$ cat src/rtl/rbd_pkg.sv
package rbd_pkg;
  localparam int BUS_W  = 32;
  localparam int LANES  = BUS_W / 8;
  localparam int OFF_W  = $clog2(LANES);
  localparam int CNT_W  = OFF_W + 1;

  typedef enum logic [1:0] {
    ST_IDLE,
    ST_REQ,
    ST_ADDR,
    ST_DATA
  } rbd_state_e;
endpackage

$ cat src/rtl/rbd_phase_plan.sv
module rbd_phase_plan
  import rbd_pkg::*;
#(
  parameter int LEN_W = 16,
  parameter int LVL_W = 6
) (
  input  logic [OFF_W-1:0] off_i,
  input  logic [LEN_W-1:0] rem_i,
  input  logic [LVL_W-1:0] lvl_i,
  input  logic [LVL_W-1:0] wm_i,
  output logic [CNT_W-1:0] n_o,
  output logic [LANES-1:0] be_o,
  output logic             more_o
);
  logic [CNT_W-1:0] room;
  logic [LEN_W-1:0] rem_after;
  logic [CNT_W-1:0] n_next;
  logic [LVL_W-1:0] lvl_after;
  logic [LANES:0]   mask;

  always_comb begin
    room      = CNT_W'(LANES) - CNT_W'(off_i);
    n_o       = (rem_i < LEN_W'(room)) ? rem_i[CNT_W-1:0] : room;
    mask      = (LANES+1)'((1 << n_o) - 1);
    be_o      = LANES'(mask[LANES-1:0] << off_i);
    rem_after = rem_i - LEN_W'(n_o);
    // following phase is word aligned whenever bytes remain
    n_next    = (rem_after >= LEN_W'(LANES)) ? CNT_W'(LANES) : rem_after[CNT_W-1:0];
    lvl_after = (lvl_i >= LVL_W'(n_o)) ? lvl_i - LVL_W'(n_o) : '0;
    more_o    = (rem_after != '0) && (lvl_after >= LVL_W'(n_next)) && (lvl_after > wm_i);
  end
endmodule

$ cat src/rtl/rbd_lane_align.sv
module rbd_lane_align
  import rbd_pkg::*;
(
  input  logic [BUS_W-1:0] data_i,
  input  logic [OFF_W-1:0] off_i,
  input  logic [LANES-1:0] be_i,
  output logic [BUS_W-1:0] data_o
);
  logic [BUS_W-1:0] shifted;

  assign shifted = data_i << {off_i, 3'b000};

  for (genvar g = 0; g < LANES; g++) begin : g_lane
    assign data_o[8*g +: 8] = be_i[g] ? shifted[8*g +: 8] : 8'h00;
  end
endmodule

$ cat src/rtl/rx_burst_dma_master.sv
module rx_burst_dma_master
  import rbd_pkg::*;
#(
  parameter int LEN_W = 16,
  parameter int LVL_W = 6
) (
  input  logic             clk_i,
  input  logic             rst_ni,
  input  logic             start_i,
  input  logic [BUS_W-1:0] buf_addr_i,
  input  logic [LEN_W-1:0] buf_len_i,
  input  logic             burst_en_i,
  input  logic [LVL_W-1:0] low_wm_i,
  input  logic [LVL_W-1:0] fifo_level_i,
  input  logic [BUS_W-1:0] fifo_data_i,
  output logic             fifo_pop_o,
  output logic [CNT_W-1:0] fifo_pop_cnt_o,
  output logic             bus_req_o,
  input  logic             bus_gnt_i,
  output logic             cyc_o,
  output logic             dvalid_o,
  input  logic             tgt_rdy_i,
  output logic [BUS_W-1:0] bus_o,
  output logic [LANES-1:0] lane_en_o,
  output logic             done_o
);
  rbd_state_e       state_q;
  logic [BUS_W-1:0] addr_q;
  logic [LEN_W-1:0] rem_q;
  logic             burst_q, last_q, done_q;

  logic [CNT_W-1:0] n_cur, n_nxt;
  logic [LANES-1:0] be_cur, be_nxt;
  logic             more_cur, more_nxt;
  logic [BUS_W-1:0] addr_nxt;
  logic [LEN_W-1:0] rem_nxt;
  logic [LVL_W-1:0] lvl_nxt;
  logic [BUS_W-1:0] data_al;
  logic             can_go, complete, finish;

  assign addr_nxt = addr_q + BUS_W'(n_cur);
  assign rem_nxt  = rem_q - LEN_W'(n_cur);
  assign lvl_nxt  = (fifo_level_i >= LVL_W'(n_cur)) ? fifo_level_i - LVL_W'(n_cur) : '0;

  rbd_phase_plan #(.LEN_W(LEN_W), .LVL_W(LVL_W)) i_plan_cur (
    .off_i (addr_q[OFF_W-1:0]),
    .rem_i (rem_q),
    .lvl_i (fifo_level_i),
    .wm_i  (low_wm_i),
    .n_o   (n_cur),
    .be_o  (be_cur),
    .more_o(more_cur)
  );

  // phase after the one completing now, seen with the post-pop level
  rbd_phase_plan #(.LEN_W(LEN_W), .LVL_W(LVL_W)) i_plan_nxt (
    .off_i (addr_nxt[OFF_W-1:0]),
    .rem_i (rem_nxt),
    .lvl_i (lvl_nxt),
    .wm_i  (low_wm_i),
    .n_o   (n_nxt),
    .be_o  (be_nxt),
    .more_o(more_nxt)
  );

  rbd_lane_align i_align (
    .data_i(fifo_data_i),
    .off_i (addr_q[OFF_W-1:0]),
    .be_i  (be_cur),
    .data_o(data_al)
  );

  assign can_go   = (fifo_level_i > low_wm_i) && (fifo_level_i >= LVL_W'(n_cur));
  assign complete = (state_q == ST_DATA) && tgt_rdy_i;
  assign finish   = complete && (rem_q == LEN_W'(n_cur));

  always_ff @(posedge clk_i or negedge rst_ni) begin
    if (!rst_ni) begin
      state_q <= ST_IDLE;
      addr_q  <= '0;
      rem_q   <= '0;
      burst_q <= 1'b0;
      last_q  <= 1'b1;
      done_q  <= 1'b0;
    end else begin
      done_q <= finish;
      unique case (state_q)
        ST_IDLE: if (start_i) begin
          addr_q  <= buf_addr_i;
          rem_q   <= buf_len_i;
          burst_q <= burst_en_i;
          state_q <= ST_REQ;
        end
        ST_REQ: if (bus_req_o && bus_gnt_i) state_q <= ST_ADDR;
        ST_ADDR: begin
          last_q  <= !(burst_q && more_cur);
          state_q <= ST_DATA;
        end
        ST_DATA: if (tgt_rdy_i) begin
          addr_q <= addr_nxt;
          rem_q  <= rem_nxt;
          if (finish)      state_q <= ST_IDLE;
          else if (last_q) state_q <= ST_REQ;
          else             last_q  <= !(burst_q && more_nxt);
        end
        default: state_q <= ST_IDLE;
      endcase
    end
  end

  always_comb begin
    bus_req_o      = (state_q == ST_REQ) && can_go;
    cyc_o          = (state_q == ST_ADDR) || ((state_q == ST_DATA) && !last_q);
    dvalid_o       = (state_q == ST_DATA);
    lane_en_o      = dvalid_o ? be_cur : '0;
    fifo_pop_o     = complete;
    fifo_pop_cnt_o = complete ? n_cur : '0;
    done_o         = done_q;
    if (state_q == ST_ADDR)
      bus_o = burst_q ? {addr_q[BUS_W-1:OFF_W], {OFF_W{1'b0}}} : addr_q;
    else if (state_q == ST_DATA)
      bus_o = data_al;
    else
      bus_o = '0;
  end

  assert_hold_R7: assert property (@(posedge clk_i) disable iff (!rst_ni)
    dvalid_o && !tgt_rdy_i |=> dvalid_o && $stable(bus_o) && $stable(lane_en_o));

  assert_addr_after_grant_R2: assert property (@(posedge clk_i) disable iff (!rst_ni)
    cyc_o && !dvalid_o |-> $past(bus_req_o && bus_gnt_i));

  assert_mid_full_R4: assert property (@(posedge clk_i) disable iff (!rst_ni)
    dvalid_o && cyc_o |-> lane_en_o[LANES-1] && be_nxt[0]);

  assert_no_overdraw_R11: assert property (@(posedge clk_i) disable iff (!rst_ni)
    fifo_pop_o && cyc_o |-> fifo_level_i >= LVL_W'(n_cur) + LVL_W'(n_nxt));

  assert_burst_end_R10: assert property (@(posedge clk_i) disable iff (!rst_ni)
    dvalid_o && tgt_rdy_i && !cyc_o |=> !dvalid_o);

  assert_single_frame_R9: assert property (@(posedge clk_i) disable iff (!rst_ni)
    dvalid_o && !burst_q |-> !cyc_o);

  assert_done_idle_R12: assert property (@(posedge clk_i) disable iff (!rst_ni)
    done_o |-> !bus_req_o && !cyc_o && !dvalid_o && $past(fifo_pop_o));
endmodule

$ cat config.mk
export PLATFORM = sky130hd
export DESIGN_NAME = rx_burst_dma_master
export DESIGN_NICKNAME = d
export VERILOG_FILES = /design/src/rtl/rbd_pkg.sv /design/src/rtl/rbd_phase_plan.sv /design/src/rtl/rbd_lane_align.sv /design/src/rtl/rx_burst_dma_master.sv
export SDC_FILE = /design/constraint.sdc
export NUM_CORES = 1
export LEC_CHECK = 0
export BUFFER_PORTS_ARGS = -buffer_cell sky130_fd_sc_hd__buf_2
export CORE_UTILIZATION = 40
export CTS_CLUSTER_DIAMETER = 40
export DETAILED_ROUTE_END_ITERATION = 8
export GPL_TIMING_DRIVEN = 0
export SYNTH_ARGS = -nofsm -noshare
export SYNTH_HDL_FRONTEND = slang
export SYNTH_SLANG_ARGS = --single-unit
$ cat constraint.sdc
create_clock -name clk_i -period 8.9 [get_ports clk_i]
set_clock_uncertainty 0.05 [all_clocks]
set_input_delay 0.89 -clock clk_i [delete_from_list [all_inputs] [get_ports clk_i]]
set_output_delay 0.89 -clock clk_i [all_outputs]
set_load 0.02 [all_outputs]
==> run summary <==
Worst EP required -> 9.08 ns
Synth Cell Area -> 6120 um^2
Die Ht -> 126 um
Number of synthesized flops with an enable pin -> 0
Setup CP Type -> reg -> reg
Nets -> 1130
DIE AREA -> 15800 um^2
Clk slew on worst S/H paths -> 0.08 ns
WL/cell -> 18.4 um
Placer Congestion -> 0.922
CTS H-tree lvls -> 2
DRT iter0 DRCs -> 411
Fillers -> 1513
# hold bufs at CTS -> 0
Final Hold Viols -> 0
Number of library cell types mapped by synthesis -> 71
Gr ovfl total -> 0
Die Wd -> 126 um
Reg2reg setup slack -> 0.59 ns
Reg-to-reg startpoint -> addr_q[1]
Sequential area share after synthesis -> 0.217
CP startpoint -> addr_q[1]
Worst-path fanout max -> 10
Minimum clock period -> 8.31 ns
DR vias/cell -> 5.85
Vias -> 6844
IO Count -> 142
Fraction of registers with async set/reset -> 1.00
CTS buffer count -> 5
Yosys reg bits -> 53
Worst r2r dst -> last_q
Fin crit share -> 0.934
Row Count -> 44
CP max-delay cell -> or4_1
Buffers added on ports -> 141
GRT Util Overall -> 0.275
Setup crit end -> last_q
Slew HR -> 0.337
Clock Latency Late Sink -> 0.30 ns
CP Capture Type -> flip-flop
Initial antenna violation count -> 1
Reg2reg path depth -> 37
DRT Pass-1 Iters -> 5
CP max stage delay -> 0.60 ns
Cells after synthesis -> 832
ANT nets after route -> 0
# diodes -> 0
Number of synthesis warnings -> 0
Crit-path leading delay family -> adder cells
CTS Buffer Depth -> 2
Final setup fails -> 0
P&R area growth vs syn -> 19.6%
# clock sinks -> 53
Initial Util -> 0.415
Vias in the first global route -> 6645
CTS tree -> built
Post-Syn Nets -> 977
Core Area -> 14800 um^2
Drc violations -> 0
Crit path depth -> 37
Maxcap violations -> 0
Tightest Hold Check Type -> reg -> reg
WP buf/inv -> 9
Total routed wirelength -> 21500 um
Worst-Margin Slew -> 0.992 ns
Avg Synthesized Cell Area -> 7.35 um^2
Clk Tree Root Cell -> clkbuf_16
Pins Over Slew Limit -> 0
Crit path launch type -> flip-flop
DP Worst Slack -> -0.609 ns
Top_reg_cell synth -> dfrtp_1
Fin worst setup slack -> 0.588 ns
Detailed placement HPWL -> 16800 um
Share of layout cells above drive strength 1 -> 0.193
Global-route wire length before repair -> 34500 um
Largest net degree at the start of global routing -> 54
F_max -> 120 MHz
Status -> complete, no violations
WP data arrival -> 8.49 ns
[state kept, by name, indices dropped and copies added, names as in the netlist]
name / count
addr_q: 32
rem_q: 16
state_q: 2
burst_q: 1
done_o: 1
last_q: 1
[what timing repair did]
| item | CTS | global route |
|---|---|---|
| resized for setup | 3 | 11 |
| setup endpoints to repair | 1 | 1 |
| pin swaps | 1 | 4 |
| endpoints found under the hold margin | 0 | 0 |
| buffers inserted | 1 | 5 |
[cell usage after synthesis (3+ instances only)]
cell,n,area share
a211oi_1,5,0.0061
ha_1,46,0.094
xnor2_1,9,0.013
or3_1,4,0.0041
a21o_1,9,0.011
a22oi_1,6,0.0074
nand2b_1,14,0.014
o211ai_1,6,0.0074
nor3_1,17,0.014
nand2_1,99,0.061
and3_1,18,0.018
and2_1,5,0.0051
a2111oi_0,3,0.0043
nor2_1,66,0.040
a22o_1,6,0.0086
inv_1,42,0.026
o21ai_0,60,0.049
dfrtp_1,52,0.21
a31oi_1,6,0.0061
nor4_1,7,0.0072
mux2_2,5,0.0092
or4_1,4,0.0049
nand3_1,45,0.037
or2_2,5,0.0051
o21a_1,4,0.0049
o31ai_1,18,0.022
o22ai_1,34,0.035
a21oi_1,78,0.064
clkbuf_1,43,0.026
mux2i_1,43,0.070
a31o_2,4,0.0057
nor2b_1,10,0.010
xor2_1,5,0.0072
o211a_1,3,0.0049
nand4_1,4,0.0041
[worst register-to-register path, delay by kind of cell (launching register included)]
| family | cells | cell delay, ns |
|---|---|---|
| adder cells (fa/ha/maj) | 9 | 2.44 |
| AO/OA/AOI/OAI | 9 | 1.92 |
| AND/OR/NAND/NOR | 8 | 1.64 |
| buffers and inverters | 9 | 1.09 |
| multiplexers | 2 | 0.63 |
| flip-flops | 1 | 0.43 |
[per-layer routing]
layer	up-vias	share of wire	GRT usage	wire, um
li1	3377	-	-	-
met1	3190	0.44	0.358	9350
met2	237	0.48	0.474	10400
met3	38	0.052	0.0319	1110
met4	2	0.028	0.0918	593
met5	-	0.00060	0	13
[cell type report]
type | count | area, um^2 | area share
multi-input combinational | 690 | 4500 | 0.615
tap | 184 | 230 | 0.0315
clock inverter | 2 | 38.8 | 0.00530
timing repair buffer | 147 | 753 | 0.103
buffer | 45 | 173 | 0.0236
sequential | 53 | 1330 | 0.181
clock buffer | 6 | 129 | 0.0176
inverter | 43 | 165 | 0.0226
[through the flow]
stage | TNS (ns) | area, um^2 | utilization | hold WS [ns] | cells
2_1_floorplan | 0 | 6120 | - | 0.435 | 832
3_3_place_gp | -0.553 | 7050 | 0.478 | 0.472 | 1157
3_5_place_dp | -0.609 | 7050 | 0.478 | 0.478 | 1157
4_1_cts | 0 | 7230 | 0.490 | 0.496 | 1165
5_1_grt | -0.0271 | 7310 | 0.496 | 0.557 | 1170
6_report | 0 | 7310 | 0.496 | 0.521 | 1170
[cell usage in the layout (no fill, tap or decap), types with 10 or more instances in the layout]
master | Yosys | final
ha_1 | 46 | 44
o31ai_1 | 18 | 18
nor2_1 | 66 | 65
a21oi_1 | 78 | 77
nand2_1 | 99 | 99
inv_1 | 42 | 40
and3_1 | 18 | 18
nor3_1 | 17 | 16
nand3_1 | 45 | 45
mux2i_1 | 43 | 41
nor2b_1 | 10 | 10
dfrtp_1 | 52 | 52
o21ai_0 | 60 | 60
clkbuf_1 | 43 | 42
nand2b_1 | 14 | 14
buf_2 | 2 | 143
o22ai_1 | 34 | 34
[how the worst min path moves through the flow]
stage,from,cells past startpoint,endpoint,slack (ns)
after global placement,rem_q[0],2,rem_q[0],0.47
final,rem_q[14],2,rem_q[14],0.52
after CTS,rem_q[0],2,rem_q[0],0.50
after global routing,rem_q[0],2,rem_q[0],0.56
after detailed placement,rem_q[0],2,rem_q[0],0.48
after floorplan,rem_q[0],2,rem_q[0],0.43
[logic make-up (layout without fill, tap and decap cells)]
| family | after synthesis | in the layout | share of synthesized area |
|---|---|---|---|
| simple gates | 308 | 308 | 0.241 |
| xor+xnor | 15 | 15 | 0.0227 |
| flops | 53 | 53 | 0.217 |
| fa+ha+maj | 49 | 49 | 0.101 |
| buf+inv | 89 | 243 | 0.0550 |
| mux | 49 | 49 | 0.0818 |
| compound gates | 269 | 269 | 0.282 |
Power is not shown: default switching activity piles up to over one toggle a cycle in this logic, so the estimate is an artifact.
